===== src/rtl/dacCmdPkg.sv =====
package dacCmdPkg;

  localparam int NUM_CH  = 8;
  localparam int FRAME_W = 32;

  localparam logic [3:0] CMD_WR_BUF    = 4'h0;
  localparam logic [3:0] CMD_LD_OUT    = 4'h1;
  localparam logic [3:0] CMD_WR_LD_ALL = 4'h2;
  localparam logic [3:0] CMD_WR_LD_ONE = 4'h3;
  localparam logic [3:0] CMD_SET_CLR   = 4'h5;
  localparam logic [3:0] CMD_SOFT_RST  = 4'h7;

  localparam logic [3:0] ADDR_ALL = 4'hF;

  localparam logic [1:0] CLR_ZERO   = 2'b00;
  localparam logic [1:0] CLR_MID    = 2'b01;
  localparam logic [1:0] CLR_FULL   = 2'b10;
  localparam logic [1:0] CLR_IGNORE = 2'b11;

  // strobes from the decoder to the datapath, valid for one clock
  typedef struct packed {
    logic [NUM_CH-1:0] bufWe;
    logic [NUM_CH-1:0] outLoad;
    logic              clrWe;
    logic              softRst;
  } ctrlStrobeT;

endpackage


===== src/rtl/dacFrameRx.sv =====
module dacFrameRx
  import dacCmdPkg::*;
(
  input  logic               clk,
  input  logic               rstN,
  input  logic               sclk,
  input  logic               syncN,
  input  logic               sdin,
  output logic               frameValid,
  output logic [FRAME_W-1:0] frameWord
);

  localparam int CNT_MAX = FRAME_W + 1;
  localparam int CNT_W   = $clog2(CNT_MAX + 1);

  logic [1:0]         sclkSync;
  logic [1:0]         syncSync;
  logic [1:0]         sdinSync;
  logic               sclkPrev;
  logic               syncPrev;
  logic [FRAME_W-1:0] shiftReg;
  logic [CNT_W-1:0]   bitCnt;
  logic               sclkFall;
  logic               syncRise;

  always_ff @(posedge clk or negedge rstN) begin
    if (!rstN) begin
      sclkSync <= 2'b11;
      syncSync <= 2'b11;
      sdinSync <= 2'b00;
      sclkPrev <= 1'b1;
      syncPrev <= 1'b1;
    end else begin
      sclkSync <= {sclkSync[0], sclk};
      syncSync <= {syncSync[0], syncN};
      sdinSync <= {sdinSync[0], sdin};
      sclkPrev <= sclkSync[1];
      syncPrev <= syncSync[1];
    end
  end

  assign sclkFall = sclkPrev && !sclkSync[1];
  assign syncRise = !syncPrev && syncSync[1];

  always_ff @(posedge clk or negedge rstN) begin
    if (!rstN) begin
      shiftReg <= '0;
      bitCnt   <= '0;
    end else if (syncSync[1]) begin
      bitCnt <= '0;
    end else if (sclkFall) begin
      shiftReg <= {shiftReg[FRAME_W-2:0], sdinSync[1]};
      if (bitCnt != CNT_W'(CNT_MAX)) bitCnt <= bitCnt + 1'b1;
    end
  end

  always_ff @(posedge clk or negedge rstN) begin
    if (!rstN) begin
      frameValid <= 1'b0;
      frameWord  <= '0;
    end else begin
      frameValid <= syncRise && (bitCnt == CNT_W'(FRAME_W));
      if (syncRise) frameWord <= shiftReg;
    end
  end

endmodule


===== src/rtl/dacCmdCtrl.sv =====
module dacCmdCtrl
  import dacCmdPkg::*;
#(
  parameter int DATA_W = 16
) (
  input  logic               frameValid,
  input  logic [FRAME_W-1:0] frameWord,
  output ctrlStrobeT         strobe,
  output logic [DATA_W-1:0]  wrData,
  output logic [1:0]         clrCodeNew
);

  localparam int DATA_MSB = 19;
  localparam int DATA_LSB = DATA_MSB - DATA_W + 1;

  logic [3:0]        cmdField;
  logic [3:0]        addrField;
  logic [NUM_CH-1:0] chanMask;
  logic              unusedFields;

  assign cmdField     = frameWord[27:24];
  assign addrField    = frameWord[23:20];
  assign wrData       = frameWord[DATA_MSB:DATA_LSB];
  assign clrCodeNew   = frameWord[1:0];
  assign unusedFields = ^{frameWord[30:28], frameWord[19:0]};

  always_comb begin
    for (int ch = 0; ch < NUM_CH; ch++) begin
      chanMask[ch] = (addrField == 4'(ch)) || (addrField == ADDR_ALL);
    end
  end

  always_comb begin
    strobe = '0;
    if (frameValid && !frameWord[FRAME_W-1]) begin
      case (cmdField)
        CMD_WR_BUF: strobe.bufWe = chanMask;
        CMD_LD_OUT: strobe.outLoad = chanMask;
        CMD_WR_LD_ALL: begin
          strobe.bufWe   = chanMask;
          strobe.outLoad = '1;
        end
        CMD_WR_LD_ONE: begin
          strobe.bufWe   = chanMask;
          strobe.outLoad = chanMask;
        end
        CMD_SET_CLR:  strobe.clrWe   = 1'b1;
        CMD_SOFT_RST: strobe.softRst = 1'b1;
        default: ;
      endcase
    end
  end

endmodule


===== src/rtl/dacDatapath.sv =====
module dacDatapath
  import dacCmdPkg::*;
#(
  parameter int DATA_W    = 16,
  parameter bit RESET_MID = 1'b0
) (
  input  logic                     clk,
  input  logic                     rstN,
  input  logic                     clrN,
  input  ctrlStrobeT               strobe,
  input  logic [DATA_W-1:0]        wrData,
  input  logic [1:0]               clrCodeNew,
  output logic [1:0]               clrCodeCur,
  output logic [NUM_CH*DATA_W-1:0] dacCode
);

  localparam logic [DATA_W-1:0] CODE_ZERO = '0;
  localparam logic [DATA_W-1:0] CODE_FULL = '1;
  localparam logic [DATA_W-1:0] CODE_MID  = {1'b1, {(DATA_W-1){1'b0}}};
  localparam logic [DATA_W-1:0] RST_CODE  = RESET_MID ? CODE_MID : CODE_ZERO;

  logic [DATA_W-1:0] clrVal;
  logic              clrActive;

  always_ff @(posedge clk or negedge rstN) begin
    if (!rstN)              clrCodeCur <= CLR_ZERO;
    else if (strobe.softRst) clrCodeCur <= CLR_ZERO;
    else if (strobe.clrWe)   clrCodeCur <= clrCodeNew;
  end

  always_comb begin
    case (clrCodeCur)
      CLR_MID:  clrVal = CODE_MID;
      CLR_FULL: clrVal = CODE_FULL;
      default:  clrVal = CODE_ZERO;
    endcase
  end

  assign clrActive = !clrN && (clrCodeCur != CLR_IGNORE);

  for (genvar ch = 0; ch < NUM_CH; ch++) begin : g_chan
    logic [DATA_W-1:0] bufReg;
    logic [DATA_W-1:0] outReg;

    always_ff @(posedge clk or negedge rstN) begin
      if (!rstN) begin
        bufReg <= RST_CODE;
        outReg <= RST_CODE;
      end else if (strobe.softRst) begin
        bufReg <= RST_CODE;
        outReg <= RST_CODE;
      end else begin
        if (strobe.bufWe[ch]) bufReg <= wrData;
        if (clrActive)                outReg <= clrVal;
        else if (strobe.outLoad[ch])  outReg <= strobe.bufWe[ch] ? wrData : bufReg;
      end
    end

    assign dacCode[ch*DATA_W +: DATA_W] = clrActive ? clrVal : outReg;
  end

endmodule


===== src/rtl/dacCmdCore.sv =====
module dacCmdCore
  import dacCmdPkg::*;
#(
  parameter int DATA_W    = 16,
  parameter bit RESET_MID = 1'b0
) (
  input  logic                     clk,
  input  logic                     rstN,
  input  logic                     sclk,
  input  logic                     syncN,
  input  logic                     sdin,
  input  logic                     clrN,
  output logic [NUM_CH*DATA_W-1:0] dacCode
);

  logic               frameValid;
  logic [FRAME_W-1:0] frameWord;
  ctrlStrobeT         strobe;
  logic [DATA_W-1:0]  wrData;
  logic [1:0]         clrCodeNew;
  logic [1:0]         clrCodeCur;

  dacFrameRx u_rx (
    .clk(clk), .rstN(rstN), .sclk(sclk), .syncN(syncN), .sdin(sdin),
    .frameValid(frameValid), .frameWord(frameWord)
  );

  dacCmdCtrl #(.DATA_W(DATA_W)) u_ctrl (
    .frameValid(frameValid), .frameWord(frameWord),
    .strobe(strobe), .wrData(wrData), .clrCodeNew(clrCodeNew)
  );

  dacDatapath #(.DATA_W(DATA_W), .RESET_MID(RESET_MID)) u_dp (
    .clk(clk), .rstN(rstN), .clrN(clrN), .strobe(strobe),
    .wrData(wrData), .clrCodeNew(clrCodeNew),
    .clrCodeCur(clrCodeCur), .dacCode(dacCode)
  );

endmodule


===== config.mk =====
export PLATFORM = sky130hd
export DESIGN_NAME = dacCmdCore
export DESIGN_NICKNAME = d
export VERILOG_FILES = /design/src/rtl/dacCmdPkg.sv /design/src/rtl/dacFrameRx.sv /design/src/rtl/dacCmdCtrl.sv /design/src/rtl/dacDatapath.sv /design/src/rtl/dacCmdCore.sv
export SDC_FILE = /design/constraint.sdc
export NUM_CORES = 1
export LEC_CHECK = 0
export ABC_AREA = 1
export BUFFER_PORTS_ARGS = -buffer_cell sky130_fd_sc_hd__buf_2
export CORE_UTILIZATION = 45
export DETAILED_ROUTE_END_ITERATION = 7
export PLACE_DENSITY = 0.65
export SYNTH_ARGS = -nofsm -noshare
export SYNTH_HDL_FRONTEND = slang
export SYNTH_SLANG_ARGS = --single-unit

===== constraint.sdc =====
create_clock -name clk -period 1.9 [get_ports clk]
set_clock_uncertainty 0.15 [all_clocks]
set_input_delay 0.095 -clock clk [delete_from_list [all_inputs] [get_ports clk]]
set_output_delay 0.095 -clock clk [all_outputs]
set_load 0.005 [all_outputs]

==> results of run 1 <==
==> cell usage after synthesis <==
| master | count |
|---|---|
| sky130_fd_sc_hd__ha_1 | 5 |
| sky130_fd_sc_hd__xnor2_1 | 2 |
| sky130_fd_sc_hd__buf_2 | 59 |
| sky130_fd_sc_hd__nor2_8 | 2 |
| sky130_fd_sc_hd__nor2_2 | 2 |
| sky130_fd_sc_hd__buf_1 | 19 |
| sky130_fd_sc_hd__xor2_1 | 2 |
| sky130_fd_sc_hd__mux2_2 | 3 |
| sky130_fd_sc_hd__dfrtp_1 | 326 |
| sky130_fd_sc_hd__dfstp_2 | 6 |
| sky130_fd_sc_hd__o31ai_1 | 3 |
| sky130_fd_sc_hd__clkbuf_1 | 67 |
| sky130_fd_sc_hd__nand2_1 | 355 |
| sky130_fd_sc_hd__a21oi_1 | 133 |
| sky130_fd_sc_hd__o21ai_0 | 56 |
| sky130_fd_sc_hd__nand3_2 | 1 |
| sky130_fd_sc_hd__or2_1 | 1 |
| sky130_fd_sc_hd__nand3_1 | 520 |
| sky130_fd_sc_hd__buf_4 | 11 |
| sky130_fd_sc_hd__nor3_1 | 1 |
| sky130_fd_sc_hd__inv_1 | 44 |
| sky130_fd_sc_hd__nor2_4 | 2 |
| sky130_fd_sc_hd__nor2_1 | 276 |
| sky130_fd_sc_hd__nand2_2 | 23 |
| sky130_fd_sc_hd__nor3_2 | 1 |
==> placed cells by master (no fill, tap or decap), types with 30 or more instances in the layout <==
master,netlist,routed
sky130_fd_sc_hd__buf_6,0,30
sky130_fd_sc_hd__nor2_2,2,112
sky130_fd_sc_hd__clkbuf_16,0,55
sky130_fd_sc_hd__nand3_1,520,511
sky130_fd_sc_hd__dfrtp_1,326,324
sky130_fd_sc_hd__nand2_1,355,351
sky130_fd_sc_hd__o21ai_0,56,56
sky130_fd_sc_hd__a21oi_1,133,133
sky130_fd_sc_hd__buf_2,59,131
sky130_fd_sc_hd__buf_12,0,48
sky130_fd_sc_hd__nor2_1,276,142
sky130_fd_sc_hd__buf_4,11,170
sky130_fd_sc_hd__inv_1,44,43
==> layer usage <==
metal,up-vias,wire (um),track usage [%]
met3,152,3610,3.93
met5,-,0,0
met4,0,2450,12.5
met2,659,25100,43.8
li1,7015,-,-
met1,7564,21900,36.8
==> per-stage QoR <==
step | instance area [um^2] | instances | worst slack (ps)
2_1_floorplan | 15500 | 1920 | 18.8
3_3_place_gp | 18000 | 2551 | -41.8
3_5_place_dp | 18000 | 2551 | -108
4_1_cts | 20200 | 2665 | -441
5_1_grt | 21300 | 2702 | -591
6_report | 21300 | 2702 | -537
==> report_power, final <==
part | switching [mW] | leakage, nW | internal (mW)
clock network | 2.83 | 0.553 | 4.00
logic | 1.38 | 5.58 | 1.01
registers | 0.340 | 4.46 | 7.44
total | 4.55 | 10.6 | 12.5
==> kinds of logic after synthesis <==
family / Yosys count / synth area share [%]
compound gates: 192 / 6.25
xor+xnor: 4 / 0.226
fa+ha+maj: 5 / 0.404
buf+inv: 200 / 5.59
flops: 332 / 53.6
mux: 3 / 0.218
simple gates: 1184 / 33.7
==> worst paths after layout <==
path | from | to | slack (ps) | cells after the start
setup / recovery | u_dp.clrCodeCur[1] | dacCode[24] | -540 | 8
hold / removal | rstN | u_rx.syncSync[1] | 20 | 2
setup reg to reg | u_dp.clrCodeCur[1] | u_dp.g_chan[1].outReg[12] | -280 | 10
hold reg to reg | u_rx.sclkSync[0] | u_rx.sclkSync[1] | 200 | 0
max in group asynchronous | rstN | u_rx.bitCnt[4] | 880 | 3
min in group clk | sclk | u_rx.sclkSync[0] | 70 | 2
==> cell type report <==
cell class | count | share of cell area, %
clock buffer | 58 | 5.04
clock inverter | 6 | 0.270
inverter | 44 | 0.787
multi-input combinational | 1389 | 32.4
sequential | 332 | 39.0
tap | 448 | 2.63
timing repair buffer | 425 | 19.8
==> registers in the layout (all words and copies together) (netlist names) <==
name and count:
u_dp.g_chan.bufReg 128, u_rx.bitCnt 6, u_dp.g_chan.outReg 128, u_rx.sclkSync 2
u_rx.frameWord 27, u_rx.frameValid 1, u_rx.sclkPrev 1, u_dp.clrCodeCur 2
u_rx.syncSync 2, u_rx.syncPrev 1, u_rx.shiftReg 32, u_rx.sdinSync 2
==> what timing repair did <==
item                                   4_1_cts  5_1_grt
gates resized for setup                     90      183
cloned                                      18       26
buffers inserted                            28       25
hold buffers                                 5        0
pin swaps                                   19       32
endpoints found under the hold margin      335        0
setup endpoints to repair                  253      279
==> implementation parameters, run 1 <==
Parameter                              Value

Synth
  Avg Cell Area, Syn ... 8.07 um^2
  Fraction of post-synthesis cell area in the top cell type by area ... a little over half
  Post-synth net total ... roughly 1900
  Sequential share of the synthesized area ... 53.6%
  Cell area after technology mapping ... around 16000 um^2
  Gate count after technology mapping ... roughly 1900
  Synth area leaders ... sky130_fd_sc_hd__dfrtp_1, sky130_fd_sc_hd__nand3_1, sky130_fd_sc_hd__nand2_1, sky130_fd_sc_hd__nor2_1, sky130_fd_sc_hd__a21oi_1
  Number of warnings printed during yosys synthesis ... 0
  Top cell type by total area after synthesis ... sky130_fd_sc_hd__dfrtp_1
  Synthesized flop and latch total ... between 300 and 400
  Number of distinct library cells after synthesis ... 25

Die
  Vert. Die Dim ... between 150 and 200 um
  Die Footprint ... 35200 um^2
  Number of ports placed on the die boundary ... 134
  Die width ... 188 um
  Cell Rows ... 67
  Initial core utilization ... 46.0%
  Core area ... ~34000 um^2

CTS
  Cell at the root of the clock tree ... sky130_fd_sc_hd__clkbuf_16
  Clock slew at reported path FFs ... around 60 ps
  Max clock buf depth ... 3
  Number of buffers added by the clock tree synthesis step ... 36
  TritonCTS clock tree ... done
  Clock latency reported for the late side of the worst-skew pair ... around 520 ps
  Clock sink total ... 332
  Number of H-tree levels ... 2

Critical path
  Maximum fanout count along the critical path ... 8
  CP Launch Type ... flop
  CP Capture Type ... output pin
  Slowest cell delay on critical path ... roughly 420 ps
  Critical path data required time ... approximately 1700 ps
  Category of the critical setup timing path ... reg2out
  Critical path buffer and inverter count ... 5
  Worst path cell trace ... buf_4 -> ha_1 -> nor2_4 -> buf_12 -> buf_4 -> buf_16 -> nor2_1 -> buf_2
  Cell class contributing the biggest share of worst-path delay ... buffers and inverters
  Most numerous cell on the critical path ... sky130_fd_sc_hd__buf_4
  Worst path slowest cell ... sky130_fd_sc_hd__dfrtp_1
  Arrival time worst endpoint ... between 2000 and 2500 ps

GRT
  Global-route congestion overflow total ... 0
  Maximum number of pins on one net before global-route repair ... 115
  Number of global-route vias before repair ... ~14000
  Total Routing Usage GR ... between 20% and 30%
  First-pass GRT wire length ... 76900 um
  Initial antenna violation count ... 0

STA
  Post-Route Hold Slack ... between 15 and 20 ps
  Worst path setup slack after routing ... -537 ps
  Final hold viol count ... 0
  Measured slew at the worst slew-check pin ... ~740 ps
  Min Tclk post-route ... 2440 ps
  Setup violation total in the final timing report ... ~260
  Final Max Tran Viols ... 0
  Final Cycle Share ... 128%
  Setup total negative slack ... -87390 ps
  Highest Clock Rate ... roughly 0.41 GHz
  Max-slew headroom at the worst pin ... about half
  Unrepaired setup endpoints after global routing ... true

Route
  First DRT Iteration DRCs ... between 1500 and 2000
  Total via count in the routed design ... between 15000 and 20000
  Average wire per cell in the routed design ... approximately 20 um
  Total detailed-routing wirelength ... 53000 um
  Post-detailed-route via-to-cell ratio ... roughly 5.7
  Number of iterations in the first detailed-routing pass ... 5
  Remaining design rule violation count ... 0
  Final ANT Viol Nets ... 0

Power and ir drop
  Worst voltage drop across the vdd grid ... around 0.00055 V
  Power per cell area ... about 800 nW/um^2
  Static power due to leakage ... 10.6 nW
  Post-route total power ... 17.0 mW

Placed design
  Global placer's final weighted congestion ... between 0.7 and 0.8
  Placed wire-length estimate after detailed placement ... approximately 28000 um
  Port bufs ... 133

Layout
  Finished Core Util ... between 60% and 70%
  FILL cells ... between 2000 and 3000
  Area delta synth->final ... 37.5%
  Net count, final ... between 2000 and 2500
  Antenna Cells ... 0
  Share of final-layout standard cells stronger than drive strength 1 ... between 20% and 30%
  Area taken by flip-flops and latches ... 8320 um^2
  Multi-input gate area in the final layout ... ~6900 um^2

Job
  Number of max-cap violations ... 0

Outcome
  Result of the run ... finished, violations left
  Violations in the final reports ... negative setup slack

Min path
  Min-Delay Path Class ... in2async
No activity file was read; power rests on OpenSTA's default activity.
==> inputs of run 2 (changes only) <==
--- a/config.mk
+++ b/config.mk
@@ -7,9 +7,9 @@
 export LEC_CHECK = 0
 export ABC_AREA = 1
 export BUFFER_PORTS_ARGS = -buffer_cell sky130_fd_sc_hd__buf_2
-export CORE_UTILIZATION = 45
+export CORE_UTILIZATION = 54
 export DETAILED_ROUTE_END_ITERATION = 7
-export PLACE_DENSITY = 0.65
+export PLACE_DENSITY = 0.76
 export SYNTH_ARGS = -nofsm -noshare
 export SYNTH_HDL_FRONTEND = slang
 export SYNTH_SLANG_ARGS = --single-unit
==> run 2 against run 1 <==
  * The flow still finishes with violations (negative setup slack)
  * Die area shrank 16%
  * Worst hold slack gained 53 ps
  * Clock power grew 3.1%
  * Critical path depth grew 1
  * Non-clock buffer count shrank 64
  * Global-route usage grew 5.9 points
  * Combinational power shrank 10%
  * Sequential share of layout area grew 2.6 points
  * Maximum frequency grew 2.9%
  * Critical path type unchanged
==> implementation parameters, run 2 (same netlist as run 1, synthesis figures left out) <==
Parameter                              Value

Outcome
  Result of the run ... finished, violations left
  Violations in the final reports ... negative setup slack

Layout
  Highest-count cells in the layout ignoring fill and taps ... sky130_fd_sc_hd__nand3_1, sky130_fd_sc_hd__nand2_1, sky130_fd_sc_hd__dfrtp_1
  Total non-filler cell area in the finished layout ... 20000 um^2 (-6.3%)
  Area delta synth->final ... 28.8%
  Share of final-layout standard cells stronger than drive strength 1 ... 23.2% (-6.1 points)
  Net count, final ... 2175 (-2.9%)
  Finished Core Util ... 71.3% (+8.0 points)
  Layout Cells excl Fill ... 2571 (-4.8%)
  Most common library cell in the layout ignoring fill and taps ... sky130_fd_sc_hd__nand3_1
  Top flop regs ... u_dp.g_chan.bufReg x128, u_dp.g_chan.outReg x128, u_rx.shiftReg x32

Critical path
  Arrival time worst endpoint ... 2120 ps (-70 ps)
  CP Launch Type ... flop
  Critical path data required time ... 1650 ps (about the same)
  Category of the critical setup timing path ... reg2out
  Maximum fanout count along the critical path ... 8 (unchanged)
  CP Capture Type ... output pin

Placed design
  Global placer's final weighted congestion ... 0.822 (+3.1%)
  Port bufs ... 133 (unchanged)
  Placed cell count ... 2456 (-3.7%)
  Worst setup slack after placement ... -44.0 ps (+64.1 ps)
  Placement-stage cell area ... 17600 um^2 (-2.2%)
  Placed wire-length estimate after detailed placement ... 27700 um (-2.5%)

CTS
  Number of H-tree levels ... 2 (unchanged)
  Cell at the root of the clock tree ... sky130_fd_sc_hd__clkbuf_16
  TritonCTS clock tree ... done
  Number of buffers added by the clock tree synthesis step ... 37 (+2.8%)
  Clock sink total ... 332 (unchanged)
  Clock latency reported for the late side of the worst-skew pair ... 520 ps (about the same)
  Max clock buf depth ... 3 (unchanged)
  Clock slew at reported path FFs ... 60 ps (about the same)

Die
  Number of ports placed on the die boundary ... 134 (unchanged)
  Die Footprint ... 29400 um^2 (-16%)
  Cell Rows ... 61 (-9.0%)
  Core area ... 28000 um^2 (-17%)
  Die width ... 171 um (-8.6%)
  Vert. Die Dim ... 171 um (-8.6%)
  Initial core utilization ... 55.3% (+9.3 points)

Route
  Post-detailed-route via-to-cell ratio ... 6.01 (+5.5%)
  First DRT Iteration DRCs ... 1818 (+16%)
  Final ANT Viol Nets ... 0 (unchanged)
  Length of routed met2 wiring ... 23600 um (-6.0%)
  Detailed-routed wire length on met3 ... 4780 um (+32%)
  Total via count in the routed design ... 15449 (+0.38%)
  Average wire per cell in the routed design ... 19.7 um (+0.17%)
  Remaining design rule violation count ... 0 (unchanged)
  Number of iterations in the first detailed-routing pass ... 7 (+2)
  Highest metal layer with signal wires ... met4
  Total detailed-routing wirelength ... 50600 um (-4.7%)
  Sum of routed wire segments on met1 ... 19500 um (-11%)

GRT
  First-pass GRT wire length ... 75800 um (-1.5%)
  Global-route congestion overflow total ... 0 (unchanged)
  Initial antenna violation count ... 0 (unchanged)
  Number of global-route vias before repair ... 14536 (+1.3%)
  Total Routing Usage GR ... 33.2% (+5.9 points)
  Maximum number of pins on one net before global-route repair ... 68 (-41%)

STA
  Final hold viol count ... 0 (unchanged)
  Final Cycle Share ... 125% (-3.6 points)
  Highest Clock Rate ... 0.422 GHz (+2.9%)
  Measured slew at the worst slew-check pin ... 632 ps (-106 ps)
  Max-slew headroom at the worst pin ... 57.9% (+7.1 points)
  Setup violation total in the final timing report ... 291 (+12%)
  Worst path setup slack after routing ... -469 ps (+67.9 ps)
  Setup total negative slack ... -74520 ps (+12870 ps)
  Final Max Tran Viols ... 0 (unchanged)
  Min Tclk post-route ... 2370 ps (-67.9 ps)
  Unrepaired setup endpoints after global routing ... true

Power and ir drop
  Power per cell area ... 848 nW/um^2 (+6.2%)
  Static power due to leakage ... 10.1 nW (-4.6%)
  Worst voltage drop across the vdd grid ... 0.000586 V (+6.6%)

Job
  Number of max-cap violations ... 0 (unchanged)

Min path
  Min-Delay Path Class ... in2reg
==> run 2: worst max-delay path, stage by stage (launching register included) <==
cell and delay (ps):
sky130_fd_sc_hd__dfrtp_1 380, sky130_fd_sc_hd__ha_2 200, sky130_fd_sc_hd__nor2_4 190, sky130_fd_sc_hd__inv_4 60, sky130_fd_sc_hd__buf_4 140, sky130_fd_sc_hd__buf_6 110
sky130_fd_sc_hd__nor2_4 130, sky130_fd_sc_hd__buf_8 180, sky130_fd_sc_hd__nor2_1 70, sky130_fd_sc_hd__buf_2 130
==> run 2: timing repair <==
item | in CTS | in global routing
pin swaps | 7 | 25
gates resized for setup | 58 | 59
hold endpoints to repair | 335 | 0
cloned | 14 | 8
setup buffers | 17 | 4
hold buffers | 5 | 0
setup endpoints to repair | 282 | 384
==> run 2: final cells by class <==
| type | count | area (um^2) |
|---|---|---|
| flip-flops and latches | 332 | 8320 |
| fillers | 2044 | 8050 |
| multi-input cells | 1388 | 6560 |
| repair buffers | 361 | 3260 |
| clock buffers | 58 | 1110 |
| well taps | 378 | 473 |
| inverters | 44 | 168 |
| clock inverters | 9 | 80.1 |
| diodes | 1 | 2.50 |
==> run 2: worst paths after layout <==
path | cells after the start | endpoint | startpoint | slack, ps
setup / recovery | 9 | dacCode[15] | u_dp.clrCodeCur[1] | -470
hold / removal | 2 | u_rx.syncSync[0] | syncN | 70
setup reg to reg | 11 | u_dp.g_chan[3].outReg[2] | u_dp.clrCodeCur[1] | -240
hold reg to reg | 0 | u_rx.sdinSync[1] | u_rx.sdinSync[0] | 200
max in group asynchronous | 3 | u_dp.g_chan[3].outReg[10] | rstN | 1120
min in group asynchronous | 2 | u_rx.syncSync[1] | rstN | 80
==> run 2: where the power goes <==
group          total, mW  switching [mW]  internal [mW]
combinational       2.15            1.31          0.840
clock               7.05            2.90           4.15
sequential          7.72           0.275           7.44
==> run 2: metal layers <==
layer	track usage (%)	up-vias
li1	-	6863
met1	42.6	7429
met2	53.7	912
met3	5.94	245
met4	18.1	0
met5	0	-
==> run 2: per-stage QoR <==
step | power, mW | hold WS (ps)
2_1_floorplan | 8.68 | -351
3_3_place_gp | 9.54 | -141
3_5_place_dp | 9.59 | -139
4_1_cts | 16.8 | 51.6
5_1_grt | 17.5 | 78.9
6_report | 16.9 | 70.6
==> inputs of run 3 (changes only) <==
--- a/config.mk
+++ b/config.mk
@@ -9,7 +9,9 @@
 export BUFFER_PORTS_ARGS = -buffer_cell sky130_fd_sc_hd__buf_2
 export CORE_UTILIZATION = 54
 export DETAILED_ROUTE_END_ITERATION = 7
+export GPL_TIMING_DRIVEN = 0
 export PLACE_DENSITY = 0.76
+export RECOVER_POWER = 100
 export SYNTH_ARGS = -nofsm -noshare
 export SYNTH_HDL_FRONTEND = slang
 export SYNTH_SLANG_ARGS = --single-unit
==> run 3 against run 2 <==
  * Register-to-register slack worse by 110 ps
  * Via count is 1.1% lower
  * Final area is 0.39% lower
  * First-iteration DRC count is 14% higher
  * Global-route usage is 0.56 points lower
  * Critical path depth stayed put
  * Worst hold slack worse by 7.3 ps
  * Sequential power is 0.8% lower
  * Clock-buffer cell count is 8 lower
  * Largest cell class unchanged
  * The run ends with max-capacitance violations, max-slew violations, negative setup slack left
  * Worst setup slack worse by 69 ps
==> implementation parameters, run 3 (same netlist as run 1, synthesis figures left out) <==
Parameter                              Value

Outcome
  Result of the run ... finished, violations left
  Violations in the final reports ... max-capacitance violations, max-slew violations, negative setup slack

Critical path
  Slowest cell delay on critical path ... 400 ps (+20 ps)
  Worst-case register-to-register setup slack ... -350 ps (-110 ps)
  Cell class contributing the biggest share of worst-path delay ... buffers and inverters
  Worst flop-to-flop path startpoint ... u_rx.frameWord[24]
  Critical path data required time ... 1650 ps (about the same)
  FF-to-FF End ... u_dp.g_chan[1].bufReg[3]
  Startpoint of the worst setup timing path ... u_dp.clrCodeCur[1]
  CP Launch Type ... flop
  Worst Reg2Reg Path Length in Cells ... 7 (-4)
  Arrival time worst endpoint ... 2190 ps (+70 ps)
  Category of the critical setup timing path ... reg2out
  Maximum fanout count along the critical path ... 7 (-1)
  CP Capture Type ... output pin
  Worst path cell trace ... ha_2 -> nor2_4 -> inv_4 -> nor2_4 -> buf_12 -> clkbuf_16 -> clkbuf_16 -> nor2_1 -> buf_2
  Worst path slowest cell ... sky130_fd_sc_hd__dfrtp_1
  Critical path buffer and inverter count ... 5 (unchanged)

Power and ir drop
  Post-route total power ... 17.4 mW (+3.0%)
  Power per cell area ... 877 nW/um^2 (+3.4%)
  Static power due to leakage ... 10.2 nW (+0.55%)
  Worst voltage drop across the vdd grid ... 0.000651 V (+11%)

Placed design
  Placement-stage cell area ... 16700 um^2 (-4.8%)
  Global placer's final weighted congestion ... 0.880 (+7.0%)
  Port bufs ... 133 (unchanged)
  Placed wire-length estimate after detailed placement ... 29400 um (+6.0%)
  Worst setup slack after placement ... -1230 ps (-1180 ps)
  Placed cell count ... 2433 (-0.94%)

STA
  Max-slew headroom at the worst pin ... -9.41% (-67 points)
  Unrepaired setup endpoints after global routing ... true
  Setup violation total in the final timing report ... 568 (+95%)
  Highest Clock Rate ... 0.410 GHz (-2.8%)
  Post-Route Hold Slack ... 63.4 ps (-7.25 ps)
  Measured slew at the worst slew-check pin ... 1640 ps (+1010 ps)
  Final Cycle Share ... 128% (+3.6 points)
  Final Max Tran Viols ... 116 (+116)
  Min Tclk post-route ... 2440 ps (+69.2 ps)
  Final hold viol count ... 0 (unchanged)
  Setup total negative slack ... -118630 ps (-44110 ps)
  Worst path setup slack after routing ... -538 ps (-69.2 ps)

CTS
  Clock slew at reported path FFs ... 60 ps (about the same)
  Max clock buf depth ... 3 (unchanged)
  Clock sink total ... 332 (unchanged)
  Clock latency reported for the late side of the worst-skew pair ... 530 ps (about the same)
  Number of buffers added by the clock tree synthesis step ... 36 (-2.7%)
  Number of H-tree levels ... 2 (unchanged)
  Cell at the root of the clock tree ... sky130_fd_sc_hd__clkbuf_16
  TritonCTS clock tree ... done

Die
  Core area ... 28000 um^2 (unchanged)
  Vert. Die Dim ... 171 um (unchanged)
  Initial core utilization ... 55.3% (unchanged)
  Die width ... 171 um (unchanged)
  Die Footprint ... 29400 um^2 (unchanged)
  Cell Rows ... 61 (unchanged)
  Number of ports placed on the die boundary ... 134 (unchanged)

Layout
  Most common library cell in the layout ignoring fill and taps ... sky130_fd_sc_hd__nand3_1
  Finished Core Util ... 71.0% (-0.28 points)
  Share of final-layout standard cells stronger than drive strength 1 ... 24.0% (+0.78 points)
  Top flop regs ... u_dp.g_chan.bufReg x128, u_dp.g_chan.outReg x128, u_rx.shiftReg x32
  Antenna Cells ... 0 (-1)
  Net count, final ... 2173 (-0.092%)
  Highest-count cells in the layout ignoring fill and taps ... sky130_fd_sc_hd__nand3_1, sky130_fd_sc_hd__nand2_1, sky130_fd_sc_hd__dfrtp_1
  Total non-filler cell area in the finished layout ... 19900 um^2 (-0.39%)
  Area delta synth->final ... 28.3%
  FILL cells ... 2036 (-0.39%)
  Layout Cells excl Fill ... 2565 (-0.23%)

GRT
  First-pass GRT wire length ... 73900 um (-2.5%)
  Initial antenna violation count ... 0 (unchanged)
  Total Routing Usage GR ... 32.7% (-0.56 points)
  Maximum number of pins on one net before global-route repair ... 118 (+74%)
  Global-route congestion overflow total ... 0 (unchanged)
  Number of global-route vias before repair ... 13787 (-5.2%)

Route
  Total via count in the routed design ... 15277 (-1.1%)
  Average wire per cell in the routed design ... 19.7 um (about the same)
  Total detailed-routing wirelength ... 50400 um (-0.23%)
  First DRT Iteration DRCs ... 2070 (+14%)
  Remaining design rule violation count ... 0 (unchanged)
  Final ANT Viol Nets ... 0 (unchanged)
  Number of iterations in the first detailed-routing pass ... 7 (unchanged)
  Post-detailed-route via-to-cell ratio ... 5.96 (-0.88%)

Min path
  Min-Delay Path Class ... in2reg
  Hold worst-path end ... u_rx.sdinSync[0]
  Beginning of the worst hold path ... sdin
  Worst hold path cell count ... 2 (unchanged)

Job
  Number of max-cap violations ... 1 (+1)
run 3: changes by cell type in the layout (fill, tap and decap cells not counted), sizes merged:
| cell | before | now |
|---|---|---|
| clkinv | 5 | 6 |
| nor2 | 282 | 283 |
| diode | 1 | 0 |
| inv | 46 | 45 |
| buf | 349 | 289 |
| bufbuf | 1 | 0 |
| clkbuf | 65 | 116 |
| clkinvlp | 1 | 0 |
| bufinv | 1 | 6 |
run 3: cell type report:
| cell class | count | area (um^2) | area share, % |
|---|---|---|---|
| inverters | 44 | 168 | 0.843 |
| plain buffers | 153 | 1260 | 6.34 |
| multi-input cells | 1389 | 6850 | 34.4 |
| repair buffers | 206 | 1540 | 7.74 |
| flip-flops and latches | 332 | 8320 | 41.8 |
| clock buffers | 50 | 1050 | 5.26 |
| well taps | 378 | 473 | 2.38 |
| clock inverters | 13 | 230 | 1.16 |
run 3: routing by layer:
metal	track usage, %	wire (um)	vias to the layer above
li1	-	-	6865
met1	44.2	19300	7279
met2	50.2	22800	870
met3	6.70	5030	263
met4	16.2	3310	0
met5	0	0	-
run 3: worst register-to-register path: cells and delay by family, from the launching register on:
| family | cells | cell delay, ps |
|---|---|---|
| compound gates | 1 | 90 |
| simple gates | 3 | 730 |
| buf+inv | 3 | 800 |
| flops | 1 | 360 |
run 3: where the power goes:
group          switching [mW]  internal (mW)  leakage (nW)
sequential              0.218           7.44          4.45
clock                    2.94           4.67         0.628
combinational            1.38          0.787          5.08
run 3: worst max-delay path by stage:
stage | to | slack [ps] | cells after the start
2_1_floorplan | u_dp.g_chan[7].outReg[10] | 20 | 9
3_3_place_gp | u_dp.g_chan[2].outReg[2] | -5680 | 1
3_5_place_dp | dacCode[48] | -1230 | 8
4_1_cts | dacCode[52] | -450 | 9
5_1_grt | dacCode[73] | -570 | 9
6_report | dacCode[49] | -540 | 9
run 3: what timing repair did:
item,CTS,global route
endpoints found under the setup margin,385,421
hold buffers,4,0
setup buffers,32,23
pin swaps,10,11
hold endpoints to repair,118,0
gates resized for setup,202,195
cloned,4,10
